### src/rtl/tseq_pkg.sv
package tseq_pkg;
  typedef enum logic [2:0] {
    MD_NIL, MD_PRESET, MD_SEARCH, MD_AF, MD_JUMP, MD_CHECK, MD_LOAD, MD_END
  } mode_e;

  typedef enum logic [2:0] {
    S_IDLE, S_LOCK, S_MUTE, S_AFW, S_LOCK2
  } state_e;
endpackage

### src/rtl/tseq_timer.sv
module tseq_timer #(
  parameter int W = 4
) (
  input  logic         clk_i,
  input  logic         rst_ni,
  input  logic         clr_i,
  output logic [W-1:0] cnt_o
);
  localparam logic [W-1:0] MAX = {W{1'b1}};

  always_ff @(posedge clk_i or negedge rst_ni) begin
    if (!rst_ni)         cnt_o <= '0;
    else if (clr_i)      cnt_o <= '0;
    else if (cnt_o != MAX) cnt_o <= cnt_o + 1'b1;
  end
endmodule

### src/rtl/tseq_bank.sv
module tseq_bank (
  input  logic clk_i,
  input  logic rst_ni,
  input  logic toggle_i,
  output logic bank_o,
  output logic reload_o
);
  always_ff @(posedge clk_i or negedge rst_ni) begin
    if (!rst_ni) begin
      bank_o   <= 1'b0;
      reload_o <= 1'b0;
    end else begin
      reload_o <= toggle_i;
      if (toggle_i) bank_o <= ~bank_o;
    end
  end
endmodule

### src/rtl/tseq_flags.sv
module tseq_flags
  import tseq_pkg::*;
(
  input  logic   clk_i,
  input  logic   rst_ni,
  input  state_e st_i,
  input  mode_e  mode_i,
  input  logic   clr_i,
  input  logic   set_s_i,
  input  logic   set_h_i,
  output logic   sample_n_o,
  output logic   hold_n_o
);
  logic ps_q, ph_q;
  logic s_act, h_act, hold_mode;

  always_ff @(posedge clk_i or negedge rst_ni) begin
    if (!rst_ni) begin
      ps_q <= 1'b0;
      ph_q <= 1'b0;
    end else if (clr_i) begin
      ps_q <= 1'b0;
      ph_q <= 1'b0;
    end else begin
      if (set_s_i) ps_q <= 1'b1;
      if (set_h_i) ph_q <= 1'b1;
    end
  end

  assign hold_mode = (mode_i == MD_AF) || (mode_i == MD_JUMP) || (mode_i == MD_CHECK);

  always_comb begin
    s_act = ps_q;
    if (st_i == S_LOCK && (mode_i == MD_PRESET || mode_i == MD_SEARCH)) s_act = 1'b1;
    if (st_i == S_MUTE) s_act = 1'b1;
    if (st_i == S_AFW)  s_act = 1'b1;
    h_act = ph_q || (st_i == S_MUTE) || (hold_mode && st_i != S_IDLE);
  end

  assign sample_n_o = ~s_act;
  assign hold_n_o   = ~h_act;

  // lines left low only by a finished search or check
  p_persist_idle_r11: assert property (@(posedge clk_i) disable iff (!rst_ni)
    clr_i |=> (!ps_q && !ph_q));
endmodule

### src/rtl/tune_seq.sv
module tune_seq
  import tseq_pkg::*;
#(
  parameter int LW_W = 4,
  parameter int TW_W = 4
) (
  input  logic            clk_i,
  input  logic            rst_ni,
  input  logic            start_i,
  input  logic [2:0]      mode_i,
  input  logic            lock_i,
  input  logic [LW_W-1:0] lock_wait_i,
  input  logic [TW_W-1:0] mute_wait_i,
  input  logic [TW_W-1:0] af_wait_i,
  output logic            bank_sel_o,
  output logic            reload_o,
  output logic            sample_n_o,
  output logic            hold_n_o,
  output logic            busy_o,
  output logic            done_o,
  output logic            timeout_o
);
  localparam int CW = (LW_W > TW_W) ? LW_W : TW_W;
  localparam int EW = CW + 1;

  state_e st_q, st_d;
  mode_e  mode_q, mode_in;
  logic   accept, toggle, fin, to_hit, set_s, set_h, clr_cnt;
  logic   lock_exp, mute_exp, af_exp;
  logic [CW-1:0] cnt;
  logic [EW-1:0] cnt_x, cnt_n;

  assign mode_in = mode_e'(mode_i);
  assign accept  = start_i && (st_q == S_IDLE) && (mode_in != MD_NIL);
  assign busy_o  = (st_q != S_IDLE);

  assign cnt_x    = EW'(cnt);
  assign cnt_n    = cnt_x + EW'(1);
  assign lock_exp = cnt_x >= EW'(lock_wait_i);
  assign mute_exp = cnt_n >= EW'(mute_wait_i);
  assign af_exp   = cnt_n >= EW'(af_wait_i);

  always_comb begin
    st_d   = st_q;
    toggle = 1'b0;
    fin    = 1'b0;
    to_hit = 1'b0;
    unique case (st_q)
      S_IDLE: if (accept) begin
        case (mode_in)
          MD_LOAD: begin toggle = 1'b1; fin = 1'b1; end
          MD_END:  fin = 1'b1;
          default: begin toggle = 1'b1; st_d = S_LOCK; end
        endcase
      end
      S_LOCK: if (lock_i || lock_exp) begin
        to_hit = !lock_i;
        case (mode_q)
          MD_PRESET:     st_d = S_MUTE;
          MD_AF, MD_JUMP: st_d = S_AFW;
          default: begin st_d = S_IDLE; fin = 1'b1; end
        endcase
      end
      S_MUTE: if (mute_exp) begin st_d = S_IDLE; fin = 1'b1; end
      S_AFW: if (af_exp) begin
        if (mode_q == MD_AF) begin st_d = S_LOCK2; toggle = 1'b1; end
        else begin st_d = S_IDLE; fin = 1'b1; end
      end
      S_LOCK2: if (lock_i || lock_exp) begin
        to_hit = !lock_i;
        st_d   = S_IDLE;
        fin    = 1'b1;
      end
      default: st_d = S_IDLE;
    endcase
  end

  assign set_s   = fin && busy_o && (mode_q == MD_SEARCH || mode_q == MD_CHECK);
  assign set_h   = fin && busy_o && (mode_q == MD_CHECK);
  assign clr_cnt = accept || (st_d != st_q);

  always_ff @(posedge clk_i or negedge rst_ni) begin
    if (!rst_ni) begin
      st_q      <= S_IDLE;
      mode_q    <= MD_NIL;
      done_o    <= 1'b0;
      timeout_o <= 1'b0;
    end else begin
      st_q   <= st_d;
      done_o <= fin;
      if (accept) begin
        mode_q    <= mode_in;
        timeout_o <= 1'b0;
      end else if (to_hit) begin
        timeout_o <= 1'b1;
      end
    end
  end

  tseq_timer #(.W(CW)) u_timer (
    .clk_i (clk_i), .rst_ni(rst_ni), .clr_i(clr_cnt), .cnt_o(cnt)
  );

  tseq_bank u_bank (
    .clk_i(clk_i), .rst_ni(rst_ni), .toggle_i(toggle),
    .bank_o(bank_sel_o), .reload_o(reload_o)
  );

  tseq_flags u_flags (
    .clk_i(clk_i), .rst_ni(rst_ni), .st_i(st_q), .mode_i(mode_q),
    .clr_i(accept), .set_s_i(set_s), .set_h_i(set_h),
    .sample_n_o(sample_n_o), .hold_n_o(hold_n_o)
  );

  p_nil_ignored_r1: assert property (@(posedge clk_i) disable iff (!rst_ni)
    (!busy_o && start_i && mode_i == 3'd0) |=> (!busy_o && !reload_o && !done_o));

  p_reload_pulse_r2: assert property (@(posedge clk_i) disable iff (!rst_ni)
    (reload_o && st_q != S_LOCK2) |=> !reload_o);

  p_bank_with_reload_r2: assert property (@(posedge clk_i) disable iff (!rst_ni)
    !$stable(bank_sel_o) |-> reload_o);

  p_lock_bound_r3: assert property (@(posedge clk_i) disable iff (!rst_ni)
    (st_q == S_LOCK || st_q == S_LOCK2) |-> (cnt_x <= EW'(lock_wait_i)));

  p_busy_ignore_r10: assert property (@(posedge clk_i) disable iff (!rst_ni)
    (busy_o && start_i) |=> (mode_q == $past(mode_q)));

  p_done_idle_r11: assert property (@(posedge clk_i) disable iff (!rst_ni)
    done_o |-> !busy_o);
endmodule

### config.mk
export PLATFORM = sky130hd
export DESIGN_NAME = tune_seq
export DESIGN_NICKNAME = d
export VERILOG_FILES = /design/src/rtl/tseq_pkg.sv /design/src/rtl/tseq_timer.sv /design/src/rtl/tseq_bank.sv /design/src/rtl/tseq_flags.sv /design/src/rtl/tune_seq.sv
export SDC_FILE = /design/constraint.sdc
export NUM_CORES = 1
export LEC_CHECK = 0
export CORE_ASPECT_RATIO = 1.75
export CORE_MARGIN = 5
export CORE_UTILIZATION = 40
export DETAILED_ROUTE_END_ITERATION = 8
export GPL_TIMING_DRIVEN = 0
export SLEW_MARGIN = 20
export SYNTH_ARGS = -nofsm -noshare
export SYNTH_HDL_FRONTEND = slang
export SYNTH_SLANG_ARGS = --single-unit
### constraint.sdc
create_clock -name clk_i -period 4.51 [get_ports clk_i]
set_input_delay 0.6765 -clock clk_i [delete_from_list [all_inputs] [get_ports clk_i]]
set_output_delay 0.6765 -clock clk_i [all_outputs]
set_load 0.01 [all_outputs]
======== Yosys cells after proc, flatten, opt, wreduce, memory -nomap -nowiden ========
Index checks and enable logic that the tools add are counted.
storage, ports and cells
  flip-flop bits (word level) ............. 16
  output and inout port bits .............. 7
  logic and storage cells ................. 93
operators by class
  $add $sub $neg .......................... 2
  $lt $le $gt $ge ......................... 3
  eq/ne operators ......................... 13
  multiplexer cells ....................... 36
  bitwise logic cells ..................... 3
  reduce and logical (&&, ||, !) cells .... 27
operator list
  kind                                                                    number
  1-bit two-way mux                                                       23
  3-bit two-way mux                                                       7
  3-bit equality test (second input constant)                             5
  3-bit case mux with 5 select lines                                      1
  3-bit by 2-bit equality test with 1-bit output (second input constant)  4
  5-bit by 4-bit >= comparator with 1-bit output                          2
  1-bit logical OR                                                        8
  4-bit two-way mux                                                       2
  2-bit nonzero test                                                      4
  1-bit logical AND                                                       7
  3-bit by 1-bit equality test with 1-bit output (second input constant)  2
  3-bit nonzero test                                                      2
  2-bit OR reduction                                                      3
  4-bit by 1-bit adder with 5-bit output (second input constant)          1
  1-bit case mux with 5 select lines                                      1
  4-bit by 1-bit adder with 4-bit output (second input constant)          1
  4-bit >= comparator                                                     1
  4-bit != test (second input constant)                                   1
  2-bit case mux with 2 select lines                                      1
  3-bit zero test                                                         1
  3-bit != test                                                           1
  1-bit inverter                                                          3
  3-bit OR reduction                                                      1
  1-bit case mux with 2 select lines                                      1
  1-bit zero test                                                         1

======== Logic depth before layout (Yosys ltp) ========
Gate-level depths: netlist of run 1.
  depth after elaboration ................. 9
  gate-level depth with buffers ........... 9
  mapped depth without buffers ............ 9

======== Cells and area by module ========
From an unflattened synthesis of run 1, not the netlist that was laid out.
unflattened totals
  cells, all modules ...................... 142
  area total of the unflattened synthesis .. 1292.5 um^2
modules (own cells, without submodules)
  module      instances  cells an instance  area each (um^2)  sequential area each (um^2)
  tune_seq    1          105                894.6             200.2
  tseq_timer  1          19                 214.0             100.1
  tseq_flags  1          15                 125.1             50.0
  tseq_bank   1          3                  58.8              50.0

======== Worst setup path before layout of run 1 ========
No wires, ideal clock.
  path kind ............................... register to register
  start point ............................. register u_timer.cnt_o[0]
  end point ............................... register done_o
  library setup time ...................... 131 ps
  arrival ................................. 2091 ps
  setup slack ............................. 2288 ps
  stages on the path, launching flop included .. 9
  path buffers ............................ 0
  clock period less this slack ............ 2222 ps
  cells stage by stage .................... dfrtp_1 -> ha_1 -> xor2_1 -> ha_1 -> a21o_1 -> a31oi_1 -> o21ai_1 -> and4_1 -> or3_1
between the ends
  cells in the longest elaborated chain, start to end .. 4
RTL lines
  element                                                                               RTL line                        text
  from (decl)                                                                           tseq_timer.sv:7                 output logic [W-1:0] cnt_o
  from (signal assigned)                                                                tseq_timer.sv:14                else if (cnt_o != MAX) cnt_o <= cnt_o + 1'b1;
  4-bit by 1-bit adder with 5-bit output / 4-bit >= comparator (equally long branches)  tune_seq.sv:38, tune_seq.sv:39
  5-bit by 4-bit >= comparator with 1-bit output, or another cell as far along          tune_seq.sv:41                  assign af_exp = cnt_n >= EW'(af_wait_i);
  1-bit two-way mux (on tied branches)                                                  --
  1-bit case mux with 5 select lines (*)                                                tune_seq.sv:48                  unique case (st_q)
  via fin                                                                               tune_seq.sv:28                  logic accept, toggle, fin, to_hit, set_s, set_h, clr_cnt;
  to (signal assigned)                                                                  tune_seq.sv:90                  done_o <= fin;
  to (decl)                                                                             tune_seq.sv:20                  output logic done_o,
The timed path passes the listed nets; every way through them passes the cells marked *.
A chain may end at the register's enable or synchronous reset.

======== Final worst setup path of run 1 ========
  start point ............................. register st_q[1]
  end point ............................... output hold_n_o
between the ends
  cells in the longest elaborated chain, start to end .. 4
RTL lines
  element                                                                                      RTL line          text
  from (decl)                                                                                  tune_seq.sv:26    state_e st_q, st_d;
  from (signal assigned)                                                                       tune_seq.sv:89    st_q <= st_d;
  3-bit by 2-bit equality test with 1-bit output / 3-bit nonzero test (equally long branches)  tseq_flags.sv:37  h_act = ph_q || (st_i == S_MUTE) || (hold_mode && st_i != S_IDLE);
  1-bit logical OR / 1-bit logical AND (equally long branches)                                 tseq_flags.sv:37
  1-bit logical OR (*)                                                                         tseq_flags.sv:37
  1-bit inverter (*)                                                                           tseq_flags.sv:41  assign hold_n_o = ~h_act;
  to (decl)                                                                                    tune_seq.sv:18    output logic hold_n_o,
Every way passes the cells marked *; elsewhere a longest branch is shown, timed or not.

==> results of run 1 <==
## through the flow
stage / util, % / instance area [sq um] / cells
after floorplan: - / 1290 / 154
after global placement: 50.9 / 1600 / 222
after detailed placement: 50.9 / 1600 / 222
after CTS: 52.2 / 1640 / 225
after global routing: 52.2 / 1640 / 225
final: 52.2 / 1640 / 225
## cells by family after synthesis
kind of cell	share of synthesized area, %
fa+ha+maj	12.6
compound gates	20.1
simple gates	24.5
buf+inv	7.05
xor+xnor	4.06
mux	0.773
flops	30.9
## layout by cell type (no fill, tap or decap), types with 2 or more instances in the layout
cell | netlist | layout
nand2b_1 | 3 | 3
nand3_1 | 4 | 4
o21ai_1 | 3 | 3
nor3_1 | 5 | 5
inv_1 | 15 | 15
xor2_1 | 2 | 2
nand2_1 | 14 | 14
or3_1 | 4 | 4
ha_1 | 13 | 13
nor2_1 | 17 | 17
a211oi_1 | 2 | 2
clkbuf_8 | 0 | 3
a21oi_1 | 7 | 7
dfrtp_1 | 16 | 16
nor3b_1 | 2 | 2
and3_1 | 3 | 3
xnor2_1 | 4 | 4
clkdlybuf4s50_1 | 0 | 25
o21ai_0 | 7 | 7
buf_4 | 2 | 2
nor2b_1 | 3 | 3
## power groups by stage
stage / registers [mW] / clock network (mW) / logic (mW)
floorplan: 0.247 / 0 / 0.380
global placement: 0.251 / 0 / 0.556
detailed placement: 0.253 / 0 / 0.564
CTS: 0.250 / 0.111 / 0.568
global route: 0.259 / 0.116 / 0.629
finish: 0.249 / 0.108 / 0.563
## final timing paths
| path | cells past startpoint | endpoint | slack (ns) |
|---|---|---|---|
| min in group asynchronous | 1 | mode_q[1]$_DFFE_PN0P_ | 0.88 |
| max reg2reg | 8 | done_o$_DFF_PN0_ | 1.97 |
| min reg2reg | 1 | u_bank.bank_o$_DFFE_PN0P_ | 0.47 |
| max | 5 | hold_n_o | 1.90 |
| max in group asynchronous | 1 | mode_q[2]$_DFFE_PN0P_ | 3.15 |
| min | 1 | u_bank.bank_o$_DFFE_PN0P_ | 0.47 |
## worst register-to-register path: cells and delay by family (launching register included)
family / cells / cell delay [ns]
AOI/OAI and AO/OA: 3 / 0.54
xor gates and xnor gates: 1 / 0.27
adders and majority gates: 2 / 0.55
DFF: 1 / 0.44
and+or+nand+nor: 2 / 0.62
## registers in the layout (all words and copies together), names as in the netlist
register,count
u_timer.cnt_o,4
u_bank.bank_o,1
u_flags.ps_q,1
u_flags.ph_q,1
mode_q,3
done_o,1
timeout_o,1
st_q,3
u_bank.reload_o,1
## layout make-up
class                           instances  area [sq um]  area share, %
Buffer                                  5          35.0           2.14
Clock buffer                            3          41.3           2.52
Inverter                               15          56.3           3.43
Multi-Input combinational cell        118           803           49.0
Sequential cell                        16           400           24.4
Tap cell                               43          53.8           3.28
Timing Repair Buffer                   25           250           15.3
## routing by layer
layer / global-route usage [%] / routed length (microns)
met1: 14.9 / 1160
met2: 29.5 / 1800
met3: 2.64 / 137
met4: 6.98 / 70
met5: 0 / 0
==> out/metrics.yaml, run 1 <==
h-tree-depth: 1
p_leak_nw: 0.771
drt-total-wl_microns: 3170
power_switching_mw: 0.392
ios: 26
area_delta_synth_final_pct: 26.7
ys_top_cells_by_count: "nor2_1, dfrtp_1, inv_1"
cts_resized: 0
hold_class: "flop to flop"
cts.clk_slew.worst_paths_ns: 0.05
syn_area_per_cell_sq_um: 8.41
synth.net_count: 186
cts_setup_buffers: 0
initial_utilization_pct: 41.2
drt_drc_violations_left: 0
die_y_microns: 85.3
pre_cts_ws_ns: 1.74
path_buf_inv: 2
max_freq_ghz: 0.383
power_frac_seq_pct: 27.1
overflow: 0
port_buffers: 25
path_max_fanout: 10
cts_buffer_depth: 2
startpoint: "st_q[1]$_DFF_PN0_"
status: "complete, no violations"
via_per_inst: 5.24
switching_share_pct: 42.6
ys_warn_count: 0
first_pass_iters: 4
crit_slowest_cell: "clkdlybuf4s50_1"
cts_root_buf: "clkbuf_8"
hp-start: "u_bank.bank_o$_DFFE_PN0P_"
cpPeakStageDelay_ns: 0.54
ant_nets: 0
gr-usage-all-layers_pct: 15.4
grt_setup_unrepaired: "false"
placementRows: 27
clock_latency_ns: 0.26
slew_headroom_pct: 48.2
grt_max_degree: 17
setup_tns_ns: 0
nNetsFinal: 216
vias: 1180
p_comb_share_pct: 61.1
max-vdd-ir-drop_uv: 288
grt_pass1_vias: 1187
period_share_pct: 57.8
p_total_mw: 0.920
setup.worst_path.end_class: "primary output"
crit_arrival_ns: 1.93
yosysMostFrequentCell: "nor2_1"
numCtsBuffers: 3
p_int_mw: 0.528
ys_seq_area_share_pct: 30.9
drv_slew: 0
cpLargestDelayFamily: "buffers and inverters"
layout-drive-gt1-share_pct: 7.14
cts_sinks: 16
wl_per_cell_microns: 14.1
r2r-start: "u_timer.cnt_o[0]$_DFFE_PN0P_"
ys_seq_elements: 16
setup_slack_ns: 1.90
dieArea_sq_um: 4520
antenna_found_initial: 0
post-dp-hpwl_microns: 2640
synth_cell_types: 47
synth_cells: 154
powerDensity_nw_per_um2: 561
ys_async_sr_fraction_pct: 100
synth-edff-count: 0
start_kind: "flop"
finalSetupViolations: 0
period_needed_ns: 2.61
coreArea_sq_um: 3140
grt_pass1_wl_microns: 5200
worst_pin_slew_ns: 0.775
cts_tree: "done"
gp_congestion: 0.823
hold_violations: 0
critPathKind: "flop to primary output"
nFillCells: 317
synth.largest_area_cell: "dfrtp_1"
skew_ns: 0.00806
ys_top_cells_by_area: "dfrtp_1, ha_1, nor2_1, inv_1, nand2_1"
required_ns: 3.83
dieWidth_microns: 53.0
diodes: 0
ys.flop_type: "dfrtp_1"
critical_path.cell_chain: "buf_2 > nor3_1 > a21oi_1 > nor2_1 > clkdlybuf4s50_1"
clkPwrFrac_pct: 11.7
yosys.area.top_type_share_pct: 30.9
fin_hold_ws_ns: 0.466
netlist_area_sq_um: 1290
initialDrtViolationCount: 27
hold_buffers: 0
maxCapViolations: 0
Power figures use the tool's default switching activity.
==> run 2, diff against run 1 <==
==> constraint.sdc (replaced) <==
create_clock -name clk_i -period 2.7 [get_ports clk_i]
set_input_delay 0.405 -clock clk_i [delete_from_list [all_inputs] [get_ports clk_i]]
set_output_delay 0.405 -clock clk_i [all_outputs]
set_load 0.01 [all_outputs]
==> run 2 against run 1 <==
Net effect:
- register-to-register slack got worse by 1.7 ns
- count of clock-buffer cells in the layout did not move
- global-route usage did not move
- sequential share of layout area fell by 0.11 points
- critical path depth is 3 higher
- combinational power increased by 67%
- largest cell class unchanged
==> out/metrics.yaml, run 2 (synthesis results as in run 1) <==
grt_pass1_wl_microns: 5200  # unchanged
cts.clk_slew.worst_paths_ns: 0.06  # about the same
skew_ns: 0.00857  # +0.000508 ns
cts_buffer_depth: 2  # unchanged
ios: 26  # unchanged
coreArea_sq_um: 3140  # unchanged
hold_violations: 0  # unchanged
period_share_pct: 91.1
via_per_inst: 5.23  # -0.34%
h-tree-depth: 1  # unchanged
hold_class: "flop to flop"
groute.layer.met1.usage_pct: 14.9  # unchanged
cts_sinks: 16  # unchanged
drt_drc_violations_left: 0  # unchanged
powerDensity_nw_per_um2: 937  # +67%
critical_path.cell_chain: "ha_1 > xor2_2 > ha_1 > a21o_1 > a31oi_1 > o21ai_1 > and4_1 > or3_1"
crit_arrival_ns: 2.58  # +0.65 ns
drv_slew: 0  # unchanged
initialDrtViolationCount: 28  # +3.7%
critPathKind: "flop to flop"
cpLargestDelayFamily: "simple AND/OR/NAND/NOR gates"
finalSetupViolations: 0  # unchanged
gr-usage-all-layers_pct: 15.4  # unchanged
slew_headroom_pct: 48.5  # +0.31 points
die_y_microns: 85.3  # unchanged
start_kind: "flop"
cts_tree: "done"
path_max_fanout: 5  # -5
setup_tns_ns: 0  # unchanged
clock_latency_ns: 0.26  # about the same
required_ns: 2.82  # -1.01 ns
layout_commonest_cell: "clkdlybuf4s50_1"
setup.worst_path.end_class: "flop"
initial_utilization_pct: 41.2  # unchanged
hold_buffers: 0  # unchanged
cpPeakStageDelay_ns: 0.44  # -0.10 ns
antenna_found_initial: 0  # unchanged
numCtsBuffers: 3  # unchanged
path_buf_inv: 0  # -2
area_delta_synth_final_pct: 27.2
gp_congestion: 0.823  # unchanged
maxCapViolations: 0  # unchanged
finish.utilization_pct: 52.4  # +0.24 points
layout-drive-gt1-share_pct: 7.69  # +0.55 points
first_pass_iters: 6  # +2
dieWidth_microns: 53.0  # unchanged
max-vdd-ir-drop_uv: 485  # +68%
diodes: 0  # unchanged
cpMostUsedCell: "ha_1"
vias: 1176  # -0.34%
status: "complete, no violations"
p_leak_nw: 0.771  # about the same
grt_max_degree: 17  # unchanged
largestRegisters: "u_timer.cnt_o: 4 flops, mode_q: 3 flops, st_q: 3 flops"
drt-total-wl_microns: 3160  # -0.22%
top_register: "u_timer.cnt_o"
worst_pin_slew_ns: 0.770  # -0.00463 ns
ant_nets: 0  # unchanged
hp-start: "u_bank.bank_o$_DFFE_PN0P_"
nFillCells: 315  # -0.63%
crit_slowest_cell: "dfrtp_1"
met3_usage_pct: 2.64  # unchanged
nNetsFinal: 216  # unchanged
port_buffers: 25  # unchanged
wl_per_cell_microns: 14.1  # -0.22%
period_needed_ns: 2.46
max_freq_ghz: 0.406
top_usage_layer: "met2"
overflow: 0  # unchanged
r2r-start: "u_timer.cnt_o[0]$_DFFE_PN0P_"
grtUsageMet2_pct: 29.5  # unchanged
largest_reg_flops: 4  # unchanged
grt_setup_unrepaired: "false"
cts_root_buf: "clkbuf_8"
grt_pass1_vias: 1187  # unchanged
post-dp-hpwl_microns: 2640  # unchanged
placementRows: 27  # unchanged
startpoint: "u_timer.cnt_o[0]$_DFFE_PN0P_"
final_cell_mix: "clkdlybuf4s50_1, nor2_1, dfrtp_1"
dieArea_sq_um: 4520  # unchanged
run 2: cell counts in the layout (fill, tap and decap cells not counted):
Identical to the previous run, type by type.
run 2: metal layers:
metal  part of all wire [%]  vias up
met2                     57       25
met3                    4.2        7
met4                    2.2        0
li1                       -      602
met1                     37      542
met5                      0        -
run 2: repair_timing:
action                                  4_1_cts  5_1_grt
endpoints found under the setup margin        0        4
buffers inserted                              0        0
resized for setup                             0        1
run 2: where the power goes:
part           internal, mW  switching, mW
sequential            0.330         0.0893
clock                0.0991         0.0818
combinational         0.455          0.488
run 2: area by class of cell:
cell class	count	area, sq um	share of cell area [%]
Sequential cell	16	400	24.3
Timing Repair Buffer	25	250	15.2
Clock buffer	3	41.3	2.51
Inverter	15	56.3	3.42
Tap cell	43	53.8	3.26
Buffer	5	35.0	2.13
Multi-Input combinational cell	118	811	49.2
run 2: stage by stage:
step	instances	setup WS [ns]	power, mW	hold WS, ns	instance area [sq um]
final	225	0.240	1.54	0.466	1650
after global routing	225	0.0166	1.68	0.478	1650
after CTS	225	0.139	1.55	0.469	1640
after detailed placement	222	0.168	1.36	0.460	1600
after global placement	222	0.169	1.35	0.454	1600
after floorplan	154	0.478	1.05	0.109	1290
run 2: worst paths after layout:
path                            cells past startpoint                         to  slack [ns]
max in group asynchronous                           1      mode_q[2]$_DFFE_PN0P_        1.61
min in group asynchronous                           1      mode_q[1]$_DFFE_PN0P_        0.60
worst max register to register                      8           done_o$_DFF_PN0_        0.24
worst min-delay path                                1  u_bank.bank_o$_DFFE_PN0P_        0.47
worst min register to register                      1  u_bank.bank_o$_DFFE_PN0P_        0.47
worst max-delay path                                8           done_o$_DFF_PN0_        0.24
